File: src/rtl/shadow_bank_pkg.sv
package shadow_bank_pkg;
  parameter int DATA_W  = 32;
  parameter int REG_AW  = 6;
  parameter int OFF_W   = 3;
  parameter int PG_W    = 2;
  parameter int BUF_W   = 32;
  parameter int COORD_W = 12;
  parameter int FMT_W   = 4;
  parameter int KEY_W   = 24;

  localparam int FMT_LSB = 4;
  localparam int Y_LSB   = 16;
  localparam int GLOB_PG = (1 << PG_W) - 1;

  localparam logic [OFF_W-1:0] OFF_CTRL = 3'd0;
  localparam logic [OFF_W-1:0] OFF_BASE = 3'd1;
  localparam logic [OFF_W-1:0] OFF_TL   = 3'd2;
  localparam logic [OFF_W-1:0] OFF_BR   = 3'd3;
  localparam logic [OFF_W-1:0] OFF_KCTL = 3'd4;
  localparam logic [OFF_W-1:0] OFF_KVAL = 3'd5;
  localparam logic [OFF_W-1:0] GOFF_HOLD = 3'd0;
  localparam logic [OFF_W-1:0] GOFF_UPD  = 3'd1;

  typedef struct packed {
    logic               en;
    logic [FMT_W-1:0]   fmt;
    logic [BUF_W-1:0]   base;
    logic [COORD_W-1:0] tlx;
    logic [COORD_W-1:0] tly;
    logic [COORD_W-1:0] brx;
    logic [COORD_W-1:0] bry;
    logic               key_en;
    logic [KEY_W-1:0]   key_val;
  } win_cfg_t;

  function automatic logic [DATA_W-1:0] cfg_word(win_cfg_t c, logic [OFF_W-1:0] off);
    logic [DATA_W-1:0] w;
    w = '0;
    case (off)
      OFF_CTRL: begin
        w[0] = c.en;
        w[FMT_LSB +: FMT_W] = c.fmt;
      end
      OFF_BASE: w[BUF_W-1:0] = c.base;
      OFF_TL: begin
        w[COORD_W-1:0] = c.tlx;
        w[Y_LSB +: COORD_W] = c.tly;
      end
      OFF_BR: begin
        w[COORD_W-1:0] = c.brx;
        w[Y_LSB +: COORD_W] = c.bry;
      end
      OFF_KCTL: w[0] = c.key_en;
      OFF_KVAL: w[KEY_W-1:0] = c.key_val;
      default: w = '0;
    endcase
    return w;
  endfunction
endpackage

File: src/rtl/shadow_win.sv
module shadow_win
  import shadow_bank_pkg::*;
#(
  parameter bit HAS_KEY = 1'b1
) (
  input  logic              clk,
  input  logic              rst_n,
  input  logic              wr_stb,
  input  logic [OFF_W-1:0]  wr_off,
  input  logic [DATA_W-1:0] wr_data,
  input  logic              load,
  output win_cfg_t          wrk,
  output win_cfg_t          act
);
  win_cfg_t wrk_n;

  always_comb begin
    wrk_n = wrk;
    case (wr_off)
      OFF_CTRL: begin
        wrk_n.en  = wr_data[0];
        wrk_n.fmt = wr_data[FMT_LSB +: FMT_W];
      end
      OFF_BASE: wrk_n.base = wr_data[BUF_W-1:0];
      OFF_TL: begin
        wrk_n.tlx = wr_data[COORD_W-1:0];
        wrk_n.tly = wr_data[Y_LSB +: COORD_W];
      end
      OFF_BR: begin
        wrk_n.brx = wr_data[COORD_W-1:0];
        wrk_n.bry = wr_data[Y_LSB +: COORD_W];
      end
      OFF_KCTL: if (HAS_KEY) wrk_n.key_en = wr_data[0];
      OFF_KVAL: if (HAS_KEY) wrk_n.key_val = wr_data[KEY_W-1:0];
      default: ;
    endcase
  end

  always_ff @(posedge clk or negedge rst_n) begin
    if (!rst_n) begin
      wrk <= '0;
      act <= '0;
    end else begin
      if (wr_stb) wrk <= wrk_n;
      if (load)   act <= wrk;
    end
  end
endmodule

File: src/rtl/shadow_ctrl.sv
module shadow_ctrl #(
  parameter int NUM_WIN = 2
) (
  input  logic               clk,
  input  logic               rst_n,
  input  logic               vsync,
  input  logic               hold_wr,
  input  logic [NUM_WIN-1:0] hold_data,
  input  logic               arm_wr,
  output logic [NUM_WIN-1:0] load,
  output logic [NUM_WIN-1:0] hold_q,
  output logic [NUM_WIN-1:0] def_q,
  output logic               armed_q
);
  logic [NUM_WIN-1:0] def_n;
  logic               armed_n;

  always_comb begin
    for (int w = 0; w < NUM_WIN; w++) begin
      load[w]  = vsync && !hold_q[w] && (armed_q || def_q[w]);
      def_n[w] = vsync ? ((armed_q || def_q[w]) && hold_q[w]) : def_q[w];
    end
    armed_n = arm_wr ? 1'b1 : (vsync ? 1'b0 : armed_q);
  end

  always_ff @(posedge clk or negedge rst_n) begin
    if (!rst_n) begin
      hold_q  <= '0;
      def_q   <= '0;
      armed_q <= 1'b0;
    end else begin
      if (hold_wr) hold_q <= hold_data;
      def_q   <= def_n;
      armed_q <= armed_n;
    end
  end
endmodule

File: src/rtl/shadow_bank.sv
module shadow_bank
  import shadow_bank_pkg::*;
#(
  parameter int NUM_WIN = 2
) (
  input  logic                       clk,
  input  logic                       rst_n,
  input  logic                       vsync,
  input  logic                       wr_en,
  input  logic [REG_AW-1:0]          wr_addr,
  input  logic [DATA_W-1:0]          wr_data,
  input  logic [REG_AW-1:0]          rd_addr,
  output logic [DATA_W-1:0]          rd_data,
  output logic [NUM_WIN-1:0]         act_en,
  output logic [NUM_WIN*FMT_W-1:0]   act_fmt,
  output logic [NUM_WIN*BUF_W-1:0]   act_base,
  output logic [NUM_WIN*COORD_W-1:0] act_tlx,
  output logic [NUM_WIN*COORD_W-1:0] act_tly,
  output logic [NUM_WIN*COORD_W-1:0] act_brx,
  output logic [NUM_WIN*COORD_W-1:0] act_bry,
  output logic [NUM_WIN-1:0]         act_key_en,
  output logic [NUM_WIN*KEY_W-1:0]   act_key_val
);
  logic              wr_act, rd_act;
  logic [PG_W-1:0]   wr_pg, rd_pg;
  logic [OFF_W-1:0]  wr_off, rd_off;
  logic              glob_wr, hold_wr, arm_wr;
  logic [NUM_WIN-1:0] win_stb, load, hold_q, def_q;
  logic              armed_q;
  win_cfg_t [NUM_WIN-1:0] wrk_cfg;
  win_cfg_t [NUM_WIN-1:0] act_cfg;

  assign wr_act  = wr_addr[REG_AW-1];
  assign wr_pg   = wr_addr[OFF_W +: PG_W];
  assign wr_off  = wr_addr[OFF_W-1:0];
  assign rd_act  = rd_addr[REG_AW-1];
  assign rd_pg   = rd_addr[OFF_W +: PG_W];
  assign rd_off  = rd_addr[OFF_W-1:0];
  assign glob_wr = wr_en && !wr_act && (wr_pg == PG_W'(GLOB_PG));
  assign hold_wr = glob_wr && (wr_off == GOFF_HOLD);
  assign arm_wr  = glob_wr && (wr_off == GOFF_UPD) && wr_data[0];

  shadow_ctrl #(.NUM_WIN(NUM_WIN)) u_ctrl (
    .clk       (clk),
    .rst_n     (rst_n),
    .vsync     (vsync),
    .hold_wr   (hold_wr),
    .hold_data (wr_data[NUM_WIN-1:0]),
    .arm_wr    (arm_wr),
    .load      (load),
    .hold_q    (hold_q),
    .def_q     (def_q),
    .armed_q   (armed_q)
  );

  for (genvar w = 0; w < NUM_WIN; w++) begin : g_win
    assign win_stb[w] = wr_en && !wr_act && (wr_pg == PG_W'(w));

    shadow_win #(.HAS_KEY(w != 0)) u_win (
      .clk     (clk),
      .rst_n   (rst_n),
      .wr_stb  (win_stb[w]),
      .wr_off  (wr_off),
      .wr_data (wr_data),
      .load    (load[w]),
      .wrk     (wrk_cfg[w]),
      .act     (act_cfg[w])
    );

    assign act_en[w]                         = act_cfg[w].en;
    assign act_fmt[w*FMT_W +: FMT_W]         = act_cfg[w].fmt;
    assign act_base[w*BUF_W +: BUF_W]        = act_cfg[w].base;
    assign act_tlx[w*COORD_W +: COORD_W]     = act_cfg[w].tlx;
    assign act_tly[w*COORD_W +: COORD_W]     = act_cfg[w].tly;
    assign act_brx[w*COORD_W +: COORD_W]     = act_cfg[w].brx;
    assign act_bry[w*COORD_W +: COORD_W]     = act_cfg[w].bry;
    assign act_key_en[w]                     = act_cfg[w].key_en;
    assign act_key_val[w*KEY_W +: KEY_W]     = act_cfg[w].key_val;
  end

  always_comb begin
    rd_data = '0;
    if (!rd_act && rd_pg == PG_W'(GLOB_PG)) begin
      case (rd_off)
        GOFF_HOLD: rd_data[NUM_WIN-1:0] = hold_q;
        GOFF_UPD:  rd_data[NUM_WIN:0]   = {def_q, armed_q};
        default: ;
      endcase
    end
    for (int w = 0; w < NUM_WIN; w++) begin
      if (rd_pg == PG_W'(w))
        rd_data = cfg_word(rd_act ? act_cfg[w] : wrk_cfg[w], rd_off);
    end
  end
endmodule

File: config.mk
export PLATFORM = sky130hd
export DESIGN_NAME = shadow_bank
export DESIGN_NICKNAME = d
export VERILOG_FILES = /design/src/rtl/shadow_bank_pkg.sv /design/src/rtl/shadow_win.sv /design/src/rtl/shadow_ctrl.sv /design/src/rtl/shadow_bank.sv
export SDC_FILE = /design/constraint.sdc
export NUM_CORES = 1
export LEC_CHECK = 0
export BUFFER_PORTS_ARGS = -buffer_cell sky130_fd_sc_hd__buf_2
export CORE_MARGIN = 8
export CORE_UTILIZATION = 49
export DETAILED_ROUTE_END_ITERATION = 8
export PLACE_DENSITY = 0.71
export SLEW_MARGIN = 20
export SYNTH_ARGS = -nofsm -noshare
export SYNTH_HDL_FRONTEND = slang
export SYNTH_HIERARCHICAL = 1
export SYNTH_SLANG_ARGS = --single-unit
File: constraint.sdc
create_clock -name clk -period 3.6 [get_ports clk]
set_clock_uncertainty 0.1 [all_clocks]
set_input_delay 0 -clock clk [delete_from_list [all_inputs] [get_ports clk]]
set_output_delay 0 -clock clk [all_outputs]
set_load 0.02 [all_outputs]
==> qor.txt, run 1 <==
CTS clk-pin slew, worst paths: 60 ps
Largest net degree at the start of global routing: 107
Site row count: 72
Fin. max-slew vios: 0
Final hold vios: 1
Worst-Skew Late Latency: 570 ps
Power Density: 504 nW/um^2
Num CTS Buffers: 44
Cells along the critical path: buf_2 > nor3b_2 > a222oi_1 > mux2_2 > o22ai_1 > buf_2
Placed wire-length estimate: 36,800 um
Post-synth cell types: 61
Initial antenna violation count: 0
Final setup vio count: 0
Wire per inst: 26.1 um
Global-route wire length before repair: 84,600 um
WP data required: 3500 ps
Max Fclk: 372 MHz
Root buf cell: clkbuf_16
IO Pins: 300
Worst r2r path cells: 4
ANT cells: 0
Area Growth Syn to Fin: 18.0%
First DRT Iteration DRCs: 827
Vias in the first global route: 13,200
VDD IR-drop max: 0.415 mV
Crit path buffers/inverters: 2
Most common library cell in the layout ignoring fill and taps: dfrtp_1
Drt drc: 0
Reg-to-Reg Start: u_ctrl/armed_q$_DFFE_PN0P_
1st-pass router iterations: 7
Leakage power: 0.0114 uW
Final period utilization: 0.746
Cell family with most CP delay: simple AND/OR/NAND/NOR gates
Worst-margin pin slew: 1130 ps
Mapped cell area: 19,200 sq um
I/O Buffers: 274
Final wirelength: 55,400 um
Post-route ant nets: 0
Critical path class: in -> out
Critical R2R Capture: g_win[1].u_win/act[45]$_DFFE_PN0P_
Starting Density: 0.496
Crit path depth: 6
RSZ-0062 raised after global routing: false
Failing checks: negative hold slack
Post-synth EDFFs: 0
Worst-path fanout max: 35
Pre-CTS WS: 958 ps
Die height: 214 um
Placer Congestion: 0.910
Chip width: 214 um
Fin nets: 1,623
Slew Limit Headroom: 0.243
H-tree Lvls: 2
Synth Warn #: 6
Syn Area/Cell: 15.1 sq um
Synth Register Bits: 395
Hold WS: -2.41 ps
Main synth FF type: dfrtp_1
Post-Synthesis Cells: 1,274
Via count: 12,300
GR Overflow Total: 0
Total Power: 11,400 uW
Synth async-reset ratio: 1.00
Longest Clk Path Bufs: 3
Most frequent cells in the layout: dfrtp_1, mux2_2, buf_2, mux4_2, mux2_4
Critical path capture point type: output pin
Die area: 45,800 sq um
CP Capture Point: rd_data[27]
Core area: 38,700 sq um
Worst R2R Setup Slack: 1540 ps
Critical path arrival: 2590 ps
Avg Vias per Cell: 5.81
Critical Path Max Stage Delay: 1030 ps
Fin util: 0.586
Fin cells: 2,124
Critical-path top delay cell: nor3b_2
Share of layout cells above drive strength 1: 0.519
Post-CTS sizing: 0
Post-Route Setup TNS: 0 ps
CTS sink count: 395
Max_cap viols: 0
Placed Cells: 2,007
CP Launch Point: rd_addr[0]
GR Util All Layers: 0.237
Setup crit start kind: primary input
Outcome: complete, but fails checks
HP Class: in -> async
CP most frequent cell: buf_2
Part of the Yosys area used for sequential elements: 0.514
Period minus WS final: 2690 ps
Setup slack after layout: 913 ps
CTS tree: done
cell usage after synthesis, drive strengths merged (4+ instances only):
cell,number,area share
nand3b,9,0.0035
a22oi,32,0.012
inv,5,0.00098
a22o,6,0.0027
o22ai,31,0.010
nor3b,4,0.0021
nor3,8,0.0026
nand2b,4,0.0013
nor2b,4,0.0013
o221ai,4,0.0018
a222oi,10,0.0052
clkbuf,14,0.0028
mux2i,45,0.023
nand2,10,0.0020
mux2,419,0.26
a21oi,15,0.0039
dfrtp,395,0.51
mux4,63,0.075
a221oi,10,0.0046
buf,125,0.050
nor2,14,0.0027
flip-flops by register name, summed over array words and instances, names as in the netlist:
signal	count
g_win.u_win/act	195
g_win.u_win/wrk	195
u_ctrl/armed_q	1
u_ctrl/def_q	2
u_ctrl/hold_q	2
tightest hold or removal path, cell delays in order:
cell and delay, ps:
dlygate4sd3_1 570, buf_8 190, buf_16 330
final cells by class:
class                           count  area, sq um
Clock buffer                       62         1280
Clock inverter                     15          186
Fill cell                        3080        16000
Inverter                            5         18.8
Multi-Input combinational cell    784         8570
Sequential cell                   395         9880
Tap cell                          518          648
Timing Repair Buffer              345         2110
per-stage QoR:
stage,area (sq um),hold WS [ps]
2_1_floorplan,19400,-396
6_report,22700,-2.41
4_1_cts,22700,2.38
5_1_grt,22700,29.2
3_5_place_dp,20800,-43.2
3_3_place_gp,20800,-48.1
worst min path at each step:
stage               startpoint                                  end  slack (ps)  cells past startpoint
floorplan                rst_n  g_win[0].u_win/act[100]$_DFFE_PN0P_        -400                      0
detailed placement       rst_n   g_win[1].u_win/act[41]$_DFFE_PN0P_         -40                      1
finish                   rst_n   g_win[1].u_win/act[41]$_DFFE_PN0P_          -2                      3
CTS                      rst_n   g_win[1].u_win/wrk[80]$_DFFE_PN0P_           2                      3
global placement         rst_n   g_win[1].u_win/act[41]$_DFFE_PN0P_         -50                      1
global route             rst_n   g_win[1].u_win/act[76]$_DFFE_PN0P_          30                      3
per-layer routing:
metal | GRT usage | share of wire | up-vias
met1 | 0.310 | 0.42 | 6452
li1 | - | - | 5355
met2 | 0.384 | 0.48 | 454
met5 | 0 | 0 | -
met4 | 0.0695 | 0.023 | 0
met3 | 0.0647 | 0.074 | 72
report_power, final:
group          internal (uW)  total [uW]  switching, uW
registers               4880        5230            344
logic                    788        1630            845
clock network           2760        4570           1810
total                   8430       11400           3000
timing repair:
| item | 4_1_cts | 5_1_grt |
|---|---|---|
| setup buffers | 0 | 0 |
| hold endpoints to repair | 489 | 0 |
| hold buffers | 40 | 0 |
cells by family after synthesis:
kind of cell           after synthesis  share of synthesized area
AOI/OAI and AO/OA                  132                     0.0504
buffers and inverters              144                     0.0535
DFF                                395                      0.514
muxes                              527                      0.354
other                                1                   0.000195
and+or+nand+nor                     75                     0.0275
Power figures use the tool's default switching activity.
==> run 2, diff against run 1 <==
--- a/config.mk
+++ b/config.mk
@@ -9,7 +9,7 @@
 export CORE_MARGIN = 8
 export CORE_UTILIZATION = 49
 export DETAILED_ROUTE_END_ITERATION = 8
-export PLACE_DENSITY = 0.71
+export PLACE_DENSITY = 0.74
 export SLEW_MARGIN = 20
 export SYNTH_ARGS = -nofsm -noshare
 export SYNTH_HDL_FRONTEND = slang
==> constraint.sdc (replaced) <==
create_clock -name clk -period 2.4 [get_ports clk]
set_clock_uncertainty 0.1 [all_clocks]
set_input_delay 0 -clock clk [delete_from_list [all_inputs] [get_ports clk]]
set_output_delay 0 -clock clk [all_outputs]
set_load 0.02 [all_outputs]
==> run 2 against run 1 <==
Compared with the run above: the flow finishes with violations (negative setup slack); sequential share of layout area is 0.74 points lower; critical path depth fell by 1; combinational power up 54%; non-clock buffer count grew 36; clock power grew 45%; sequential cell count unchanged; worst hold slack improved by 58 ps; worst setup slack worse by 950 ps; utilization grew 1.0 points; largest power group unchanged; highest routed layer is now met5.
==> qor.txt, run 2 (same netlist as run 1, synthesis figures left out) <==
Avg Vias per Cell: 5.87
Post-route ant nets: 0
Cell-internal power: 12,500 uW
Placed wire-length estimate: 38,200 um
Initial antenna violation count: 2
Most frequent cells in the layout: dfrtp_1, mux2_2, buf_2, mux4_2, mux2_4
Site row count: 72
Final hold vios: 0
Setup slack after layout: -38.4 ps
Slew Limit Headroom: 0.429
Critical Path Max Stage Delay: 500 ps
Final setup vio count: 3
Reg power frac: 0.462
Final wirelength: 55,400 um
Area Growth Syn to Fin: 20.0%
Cells along the critical path: mux2_4 > a222oi_1 > o221ai_1 > a22o_1 > buf_6
Worst-path fanout max: 2
Hold Crit Start: wr_addr[1]
Combinational share of power: 0.148
Placed Instance Area: 21,100 sq um
Starting Density: 0.496
CTS clk-pin slew, worst paths: 60 ps
Failing checks: negative setup slack
Worst-Skew Late Latency: 560 ps
WP data required: 2300 ps
HP Class: in -> reg
CP Launch Point: g_win[1].u_win/wrk[77]$_DFFE_PN0P_
I/O Buffers: 274
Core area: 38,700 sq um
Critical path arrival: 2340 ps
Critical path capture point type: output pin
Total Power: 17,000 uW
Vias in the first global route: 13,600
Max_cap viols: 0
Post-route cell area: 23,100 sq um
Worst-margin pin slew: 854 ps
Power Density: 736 nW/um^2
Sw frac: 0.267
Longest Clk Path Bufs: 3
Post-Route Setup TNS: -63.6 ps
Switch Pwr: 4530 uW
Leakage power: 0.0115 uW
Final period utilization: 1.02
Setup crit start kind: flop
Most common library cell in the layout ignoring fill and taps: dfrtp_1
IO Pins: 300
CTS tree: done
RSZ-0062 raised after global routing: true
Fin. max-slew vios: 0
Die area: 45,800 sq um
Drt drc: 0
Share of layout cells above drive strength 1: 0.529
Largest net degree at the start of global routing: 75
Critical-path top delay cell: a222oi_1
Max Fclk: 410 MHz
H-tree Lvls: 2
1st-pass router iterations: 5
Hold WS: 55.9 ps
Period minus WS final: 2440 ps
GR Util All Layers: 0.236
Fin util: 0.596
Global-route wire length before repair: 85,300 um
Biggest regs: g_win.u_win/act x195, g_win.u_win/wrk x195
Outcome: complete, but fails checks
First DRT Iteration DRCs: 904
Chip width: 214 um
Root buf cell: clkbuf_16
Fin nets: 1,659
GR Overflow Total: 0
Num CTS Buffers: 44
Wire per inst: 25.6 um
Via count: 12,700
Critical path class: reg -> out
Reg-to-Reg Start: u_ctrl/armed_q$_DFFE_PN0P_
Die height: 214 um
CTS sink count: 395
VDD IR-drop max: 0.623 mV
Placer Congestion: 0.891
Clock power share: 0.390
[run 2: changes by cell type in the layout (fill, tap and decap cells not counted), moves of 3 or more]
| cell | previous run | this run |
|---|---|---|
| a22oi_2 | 0 | 3 |
| buf_6 | 0 | 3 |
| buf_2 | 271 | 268 |
| buf_12 | 5 | 16 |
| dlygate4sd3_1 | 39 | 42 |
| buf_4 | 27 | 50 |
| clkinvlp_4 | 0 | 3 |
| a22oi_1 | 32 | 29 |
| diode_2 | 0 | 3 |
[run 2: what timing repair did]
| action | in CTS | in global routing |
|---|---|---|
| gates resized for setup | 4 | 6 |
| endpoints found under the setup margin | 4 | 5 |
| setup buffers | 5 | 4 |
| hold endpoints to repair | 527 | 0 |
| pin swaps | 6 | 6 |
| hold buffers | 42 | 0 |
[run 2: worst paths after layout]
check | end | slack [ps] | cells past startpoint
max | rd_data[4] | -40 | 5
min | g_win[1].u_win/wrk[108]$_DFFE_PN0P_ | 60 | 3
max reg2reg | g_win[1].u_win/act[18]$_DFFE_PN0P_ | 590 | 4
min reg2reg | g_win[0].u_win/wrk[61]$_DFFE_PN0P_ | 400 | 1
max in group asynchronous | g_win[0].u_win/wrk[55]$_DFFE_PN0P_ | 790 | 4
min in group asynchronous | g_win[1].u_win/act[41]$_DFFE_PN0P_ | 450 | 3
[run 2: power by group through the flow]
stage / Clock [uW] / Sequential (uW) / Combinational (uW)
final: 6640 / 7850 / 2510
after global routing: 7040 / 7920 / 2690
after CTS: 6760 / 7830 / 2510
after detailed placement: 0 / 7940 / 2430
after global placement: 0 / 7890 / 2370
after floorplan: 0 / 8040 / 1400
[run 2: metal layers]
metal / wire length (um) / track usage
met5: 12 / 0
met4: 1320 / 0.0640
met3: 4350 / 0.0640
met1: 22600 / 0.305
met2: 27100 / 0.391
[run 2: layout make-up]
cell class | instances | area [sq um]
Clock inverter | 16 | 151
Timing Repair Buffer | 381 | 2520
Clock buffer | 61 | 1270
Fill cell | 3041 | 15700
Inverter | 5 | 18.8
Sequential cell | 395 | 9880
Antenna cell | 3 | 7.51
Tap cell | 518 | 648
Multi-Input combinational cell | 784 | 8590
[run 2: critical path: cells and delay by family (launching register included)]
kind | cells | cell delay [ps]
AOI/OAI and AO/OA | 3 | 1000
DFF | 1 | 380
muxes | 1 | 270
buffers and inverters | 1 | 140
[run 2: per-stage QoR]
step           worst slack (ps)  cells
2_1_floorplan               596   1323
3_3_place_gp                352   2032
3_5_place_dp                332   2032
4_1_cts                   -43.3   2156
5_1_grt                   -81.7   2161
6_report                  -38.4   2163
